<file path="config.mk">
export PLATFORM = sky130hd
export DESIGN_NAME = irq_pend_ctrl
export DESIGN_NICKNAME = d
export VERILOG_FILES = /design/src/rtl/irq_pend_pkg.sv /design/src/rtl/irq_bus_decode.sv /design/src/rtl/irq_pend_bank.sv /design/src/rtl/irq_prio_enc.sv /design/src/rtl/irq_pend_ctrl.sv
export SDC_FILE = /design/constraint.sdc
export NUM_CORES = 1
export LEC_CHECK = 0
export BUFFER_PORTS_ARGS = -buffer_cell sky130_fd_sc_hd__buf_2
export CELL_PAD_IN_SITES_DETAIL_PLACEMENT = 1
export CELL_PAD_IN_SITES_GLOBAL_PLACEMENT = 2
export CORE_AREA = 2 2 71 124
export CTS_BUF_LIST = sky130_fd_sc_hd__clkbuf_8
export DETAILED_ROUTE_END_ITERATION = 16
export DIE_AREA = 0 0 73 126
export GPL_ROUTABILITY_DRIVEN = 0
export PLACE_DENSITY = 0.86
export SLEW_MARGIN = 20
export SYNTH_ARGS = -nofsm -noshare
export SYNTH_HDL_FRONTEND = slang
export SYNTH_HIERARCHICAL = 1
export SYNTH_SLANG_ARGS = --single-unit
export TNS_END_PERCENT = 1
</file>
<file path="constraint.sdc">
create_clock -name clk -period 4.7 [get_ports clk]
set_input_delay 0.47 -clock clk [delete_from_list [all_inputs] [get_ports clk]]
set_output_delay 0.47 -clock clk [all_outputs]
set_load 0.1 [all_outputs]
</file>
<file path="src/rtl/irq_pend_pkg.sv">
package irq_pend_pkg;
  // Word addresses on the register bus
  localparam int unsigned RA_PEND  = 0;
  localparam int unsigned RA_MASK  = 1;
  localparam int unsigned RA_CLR   = 2;
  localparam int unsigned RA_FORCE = 3;
  localparam int unsigned RA_TEST  = 4;

  // Trap type base added to a non-zero level
  localparam logic [7:0] TRAP_BASE = 8'h10;
endpackage

</file>
<file path="src/rtl/irq_bus_decode.sv">
module irq_bus_decode
  import irq_pend_pkg::*;
#(
  parameter int NSRC     = 15,
  parameter int DW       = 32,
  parameter int AW       = 4,
  parameter int TEST_BIT = 19
) (
  input  logic            clk,
  input  logic            rst_n,
  input  logic            bus_we,
  input  logic [AW-1:0]   bus_addr,
  input  logic [DW-1:0]   bus_wdata,
  input  logic [NSRC:1]   pend_q,
  output logic [DW-1:0]   bus_rdata,
  output logic [NSRC:1]   mask_q,
  output logic [NSRC:1]   clr_bits,
  output logic [NSRC:1]   force_bits
);
  logic sel_mask, sel_clr, sel_force, sel_test;
  logic test_en_q;
  logic unused_wdata;

  assign sel_mask  = bus_we && (bus_addr == AW'(RA_MASK));
  assign sel_clr   = bus_we && (bus_addr == AW'(RA_CLR));
  assign sel_force = bus_we && (bus_addr == AW'(RA_FORCE));
  assign sel_test  = bus_we && (bus_addr == AW'(RA_TEST));

  assign unused_wdata = ^bus_wdata;

  // Mask starts all ones; test enable starts off
  always_ff @(posedge clk or negedge rst_n) begin
    if (!rst_n) begin
      mask_q    <= '1;
      test_en_q <= 1'b0;
    end else begin
      if (sel_mask) mask_q    <= bus_wdata[NSRC:1];
      if (sel_test) test_en_q <= bus_wdata[TEST_BIT];
    end
  end

  // One-hot strobes into the pending bank
  assign clr_bits   = sel_clr ? bus_wdata[NSRC:1] : '0;
  assign force_bits = (sel_force && test_en_q) ? bus_wdata[NSRC:1] : '0;

  // Readback: only pending and mask are visible
  always_comb begin
    bus_rdata = '0;
    if (bus_addr == AW'(RA_PEND))
      bus_rdata = DW'({pend_q, 1'b0});
    else if (bus_addr == AW'(RA_MASK))
      bus_rdata = DW'({mask_q, 1'b0});
  end
endmodule

</file>
<file path="src/rtl/irq_pend_bank.sv">
module irq_pend_bank #(
  parameter int NSRC  = 15,
  parameter int LVL_W = 4
) (
  input  logic              clk,
  input  logic              rst_n,
  input  logic [NSRC:1]     src_pulse,
  input  logic [NSRC:1]     clr_bits,
  input  logic [NSRC:1]     force_bits,
  input  logic              ack_valid,
  input  logic [LVL_W-1:0]  ack_level,
  output logic [NSRC:1]     pend_q
);
  for (genvar n = 1; n <= NSRC; n++) begin : g_bit
    logic set_n, drop_n, bit_q;

    assign set_n  = src_pulse[n] | force_bits[n];
    assign drop_n = clr_bits[n] | (ack_valid && (ack_level == LVL_W'(n)));

    // A new event outranks any removal in the same cycle
    always_ff @(posedge clk or negedge rst_n) begin
      if (!rst_n)      bit_q <= 1'b0;
      else if (set_n)  bit_q <= 1'b1;
      else if (drop_n) bit_q <= 1'b0;
    end

    assign pend_q[n] = bit_q;
  end
endmodule

</file>
<file path="src/rtl/irq_prio_enc.sv">
module irq_prio_enc #(
  parameter int NSRC  = 15,
  parameter int LVL_W = 4
) (
  input  logic [NSRC:1]    pend_q,
  input  logic [NSRC:1]    mask_q,
  output logic [LVL_W-1:0] level
);
  always_comb begin
    level = '0;
    for (int n = 1; n <= NSRC; n++)
      if (pend_q[n] && !mask_q[n]) level = LVL_W'(n);
  end
endmodule

</file>
<file path="src/rtl/irq_pend_ctrl.sv">
module irq_pend_ctrl
  import irq_pend_pkg::*;
#(
  parameter int NSRC     = 15,
  parameter int DW       = 32,
  parameter int AW       = 4,
  parameter int TEST_BIT = 19,
  localparam int LVL_W   = $clog2(NSRC + 1)
) (
  input  logic              clk,
  input  logic              rst_n,
  input  logic [NSRC:1]     src_pulse,
  input  logic              bus_we,
  input  logic [AW-1:0]     bus_addr,
  input  logic [DW-1:0]     bus_wdata,
  output logic [DW-1:0]     bus_rdata,
  input  logic              ack_valid,
  input  logic [LVL_W-1:0]  ack_level,
  output logic [LVL_W-1:0]  irq_level,
  output logic [7:0]        irq_trap
);
  logic [NSRC:1] pend_q, mask_q, clr_bits, force_bits;

  irq_bus_decode #(.NSRC(NSRC), .DW(DW), .AW(AW), .TEST_BIT(TEST_BIT)) u_dec (
    .clk, .rst_n, .bus_we, .bus_addr, .bus_wdata,
    .pend_q, .bus_rdata, .mask_q, .clr_bits, .force_bits
  );

  irq_pend_bank #(.NSRC(NSRC), .LVL_W(LVL_W)) u_bank (
    .clk, .rst_n, .src_pulse, .clr_bits, .force_bits,
    .ack_valid, .ack_level, .pend_q
  );

  irq_prio_enc #(.NSRC(NSRC), .LVL_W(LVL_W)) u_enc (
    .pend_q, .mask_q, .level(irq_level)
  );

  assign irq_trap = (irq_level == '0) ? 8'h00 : (TRAP_BASE + 8'(irq_level));
endmodule

</file>
Word-level counts from Yosys, hierarchy flattened --
Cells that the tools add are included.
Word-level totals: flip-flop bits (word level) 31, bits in latches 0, memory bits (writable) 0, bits in read-only memories 0, input bits 59, output and inout bits 44, memories 0
Cells by class: $add $sub $neg 1, multipliers 0, div/mod/pow operators 0, order comparisons 0, equal/unequal tests 19, shift-type cells 0, multiplexer cells 50, bitwise gates (word level) 30, reduce and logical (&&, ||, !) cells 67
Operator list (number):
- $logic_and A1 B1 Y1 | 35
- $eq A4 B4 Y1 const B | 8
- $mux W32 | 1
- $mux W4 | 8
- $mux W1 | 31
- $mux W15 | 2
- $or A1 B1 Y1 | 30
- $reduce_bool A2 Y1 | 15
- $eq A4 B3 Y1 const B | 5
- $eq A4 B2 Y1 const B | 4
- $mux W16 | 1
- $logic_not A1 Y1 | 15
- $mux W3 | 4
- $eq A4 B1 Y1 const B | 2
- $logic_not A4 Y1 | 2
- $add A5 B4 Y6 const A | 1
- $mux W6 | 1
- $mux W2 | 2

Logic depth before layout (Yosys ltp) --
depth after elaboration 19, gate-level depth with buffers 6

By module --
The synthesis kept the hierarchy.
By module, submodules not included:
- irq_bus_decode | times used 1, cells each 109, area each 1241.2 um^2, sequential area each 419.2 um^2
- irq_pend_bank | times used 1, cells each 96, area each 1004.7 um^2, sequential area each 375.4 um^2
- irq_prio_enc | times used 1, cells each 41, area each 284.0 um^2, sequential area each 0.0 um^2
- irq_pend_ctrl | times used 1, cells each 9, area each 48.8 um^2, sequential area each 0.0 um^2

Worst setup path after synthesis --
No wires, ideal clock.
kind register to output, from reg u_bank.g_bit[14].bit_q, to out irq_trap[4], arrival time 3.275 ns, data required time 4.230 ns, setup slack 0.955 ns, stages on the path, launching flop included 6, buffers on the path 1, cells stage by stage dfrtp_1 > buf_4 > nor2b_4 > nor4b_2 > o2111ai_1 > or4_1
On the way: longest elaborated chain between the ends 5, elaborated cells between the ends (all ways) 6, those cells by class add/sub (1); mux (3); reduce/logical (2)
Ends and longest elaborated chain:
- start, declared | line irq_pend_bank.sv:15 | logic set_n, drop_n, bit_q;
- start signal, assigned | line irq_pend_bank.sv:22 | if (!rst_n) bit_q <= 1'b0;
- start signal, assigned | line irq_pend_bank.sv:23 | else if (set_n) bit_q <= 1'b1;
- start signal, assigned | line irq_pend_bank.sv:24 | else if (drop_n) bit_q <= 1'b0;
- $logic_and A1 B1 Y1 * | line irq_prio_enc.sv:12 | if (pend_q[n] && !mask_q[n]) level = LVL_W'(n);
- $mux W4 * (2 in a row) | line irq_prio_enc.sv:12
- net irq_level[3] | line irq_pend_ctrl.sv:19 | output logic [LVL_W-1:0] irq_level,
- $add A5 B4 Y6 / $logic_not A4 Y1 (equally long branches) | line irq_pend_ctrl.sv:38 | assign irq_trap = (irq_level == '0) ? 8'h00 : (TRAP_BASE + 8'(irq_level));
- $mux W6 * | line irq_pend_ctrl.sv:38
- end, declared | line irq_pend_ctrl.sv:20 | output logic [7:0] irq_trap
Mark *: on every way through the listed nets, which the timed path passes. The rest lies on a longest branch.

Worst setup path after layout --
from reg u_dec/mask_q[5] (netlist bit), to out irq_trap[4]
On the way: longest elaborated chain between the ends 15, elaborated cells between the ends (all ways) 16, those cells by class add/sub (1); mux (12); reduce/logical (3)
Ends and longest elaborated chain:
- start, declared | line irq_bus_decode.sv:16 | output logic [NSRC:1] mask_q,
- start signal, assigned | line irq_bus_decode.sv:37 | if (sel_mask) mask_q <= bus_wdata[NSRC:1];
- $logic_not A1 Y1 * | line irq_prio_enc.sv:12
- $logic_and A1 B1 Y1 * | line irq_prio_enc.sv:12
- $mux W3 * (3 in a row) | line irq_prio_enc.sv:12
- $mux W4 * (8 in a row) | line irq_prio_enc.sv:12
- $add A5 B4 Y6 / $logic_not A4 Y1 (equally long branches) | line irq_pend_ctrl.sv:38
- $mux W6 * | line irq_pend_ctrl.sv:38
Every way passes the cells marked *; elsewhere a longest branch is shown, timed or not.

==> qor.yml <==
outcome:
  status: "completed"
route:
  vias_per_cell: 5.069
  wl_per_cell_um: 17.39
  drtPass1Iterations: 4
  vias: 1992
  drcViolationCount: 0
  drt_iter0_drc: 93
  wirelength_um: 6835
  final_antenna_net_count: 0
critical_path:
  criticalPathCategory: "reg -> out"
  cp.arrival_ns: 2.34
  cpPeakStageDelay_ns: 0.54
  path_cells: "nand2b_1 -> o311ai_1 -> a211oi_1 -> nor2_1 -> or4_1 -> buf_2"
  cp_max_fo: 3
  critical_path_required_ns: 4.23
  slowest_stage: "dfstp_2"
  endpoint_kind: "primary output"
  start_kind: "flop"
timing:
  skew_ns: 0.003617
  max_freq_mhz: 355.8
  worst_slew_pin_slew_ns: 1.013
  min_period_ns: 2.810
  setup_viol: 0
  timing.setup.tns_ns: 0
  fin_crit_sh: 0.5980
  slew_headroom: 0.3195
  rsz0062_at_grt: "no"
  finalMaxSlewViolations: 0
  hold_viol_final: 0
synthesis:
  yosys_warnings: 6
  synth-seq-cells: 31
  yosys.cell_count.top_type: "buf_4"
  synth_top_flop_cell: "dfrtp_1"
  synth_common_cells: "buf_4, and2_1, nand2b_1, nor2_1, dfrtp_1"
  synth_top_area_share: 0.1553
  synth_cell_types: 48
  async_reset_ff_frac: 1.000
  synth_area_leaders: "dfrtp_1, dfstp_2, buf_4"
  synth_cells: 255
  netlist.top_cell.by_area: "dfrtp_1"
  avgSynthCellArea_um2: 10.11
  synth_edf_count: 0
  synth_area_mm2: 0.002579
  yosysSeqAreaShare: 0.3081
power:
  internal-power_uw: 565.7
  p_leak_nw: 1.358
  pwr-share-seq: 0.363
  p_per_area_mw_per_mm2: 348.1
  clkPwrFrac: 0.240
  peakVddDrop_mv: 0.1250
  power.combinational.fraction: 0.397
  swShare: 0.4306
  p_switching_uw: 427.8
global_routing:
  grt_pass1_wl_um: 10800
  grt-ovfl-total: 0
  first_global_vias: 2163
  grt.total_usage: 0.1551
  grt_max_degree: 32
  antenna_found_initial: 0
clock_network:
  cts_root_buf: "clkbuf_8"
  ctsResizeCount: 0
  cts.path.max_buffers: 2
  htreeDepth: 2
  postCtsSetupRepairBufs: 0
  clk_pin_slew_ns: 0.07
  clock-sinks: 31
  postCtsHoldBufs: 0
  clkLatencyLatePin_ns: 0.30
  cts_tree: "built"
  cts_buffers: 5
run:
  cap_violations: 0
floorplanning:
  placementRows: 44
  initial_core_util: 0.3144
  die-area_mm2: 0.009198
  core_mm2: 0.008203
  ios: 103
  fp.dieW_um: 73
  die_y_um: 126
cells_and_area:
  finalNetCount: 359
  final_layout_size_suffix_gt1_frac: 0.4153
  final_cells: 393
  antenna_cells: 0
  area_delta_synth_final_pct: 10.67
placed_design:
  dp.cells: 385
  hpwl_um: 5211
  io_buffers: 66
min_path:
  hold_class: "in -> async"
[final timing paths]
kind	cells after the start	to	start	slack, ns
worst max-delay path	6	irq_trap[4]	u_dec/mask_q[5]$_DFFE_PN1P_	1.89
worst min-delay path	1	u_bank/g_bit[11].bit_q$_DFFE_PN0P_	rst_n	0.23
worst max register to register	5	u_bank/g_bit[11].bit_q$_DFFE_PN0P_	u_dec/test_en_q$_DFFE_PN0P_	2.83
worst min register to register	1	u_dec/test_en_q$_DFFE_PN0P_	u_dec/test_en_q$_DFFE_PN0P_	0.51
max in group asynchronous	1	u_dec/test_en_q$_DFFE_PN0P_	rst_n	4.00
min in group clk	2	u_dec/test_en_q$_DFFE_PN0P_	bus_wdata[19]	0.40
[registers in the layout, summed over array words and instances, names as in the netlist]
name,count
u_bank/g_bit.bit_q,15
u_dec/mask_q,15
u_dec/test_en_q,1
[kinds of logic (layout without fill, tap and decap cells)]
logic type             Yosys count  count (layout)  share of synthesized area
other                            2              20                   0.002912
muxes                           16              16                    0.08442
and+or+nand+nor                108             108                     0.3256
buffers and inverters           53              81                     0.1412
AOI/OAI and AO/OA               45              45                     0.1378
DFF                             31              31                     0.3081
[per-stage QoR]
step | hold slack [ns] | power (mW) | area, um2 | util | setup slack [ns]
detailed placement | 0.5096 | 0.7613 | 2754 | 0.3357 | 1.979
finish | 0.2315 | 0.9935 | 2854 | 0.3479 | 1.890
global route | 0.2914 | 1.037 | 2854 | 0.3479 | 1.820
global placement | 0.5013 | 0.7514 | 2754 | 0.3357 | 1.975
CTS | 0.2501 | 1.003 | 2854 | 0.3479 | 1.882
floorplan | 0.1744 | 0.7018 | 2646 | - | 0.9547
[power groups by stage]
stage / Combinational, mW / Clock [mW] / Sequential [mW]
after floorplan: 0.348 / 0 / 0.354
after global placement: 0.390 / 0 / 0.362
after detailed placement: 0.396 / 0 / 0.365
after CTS: 0.397 / 0.245 / 0.361
after global routing: 0.413 / 0.258 / 0.367
final: 0.394 / 0.238 / 0.361
[worst max-delay path, delay by kind of cell, from the launching register on]
kind / cells / cell delay (ns)
and+or+nand+nor: 3 / 0.81
AOI/OAI and AO/OA: 2 / 0.39
DFF: 1 / 0.54
buffers and inverters: 1 / 0.30
[placed cells by master, fill, tap and decap left out, types with 3 or more instances in the layout]
cell type	synthesis	routed
a22o_1	15	15
a22oi_1	15	15
clkbuf_8	0	7
mux2_2	6	6
nand2b_1	21	21
o21ai_1	3	3
nor2b_1	5	5
dfstp_2	15	15
mux2_4	10	10
nor2_1	17	17
conb_1	2	20
nor4_1	3	3
and2_1	30	30
dfrtp_1	16	16
buf_2	1	66
nor4b_2	9	9
and4bb_1	4	4
inv_1	7	8
[routing by layer]
metal	vias to the layer above	share of wire	global-route usage
met5	-	0	0
met4	0	0.029	0.08279
met3	12	0.045	0.02720
met2	64	0.54	0.2814
met1	976	0.39	0.1622
li1	940	-	-
[final cells by class]
class | count | area [um2]
clock buffers | 7 | 96.34
clock inverters | 1 | 3.754
fillers | 975 | 5349
inverters | 7 | 26.28
multi-input cells | 189 | 1488
flip-flops and latches | 31 | 794.5
well taps | 92 | 115.1
repair buffers | 66 | 330.3
Note: power is estimated with default switching activity, not from simulation.
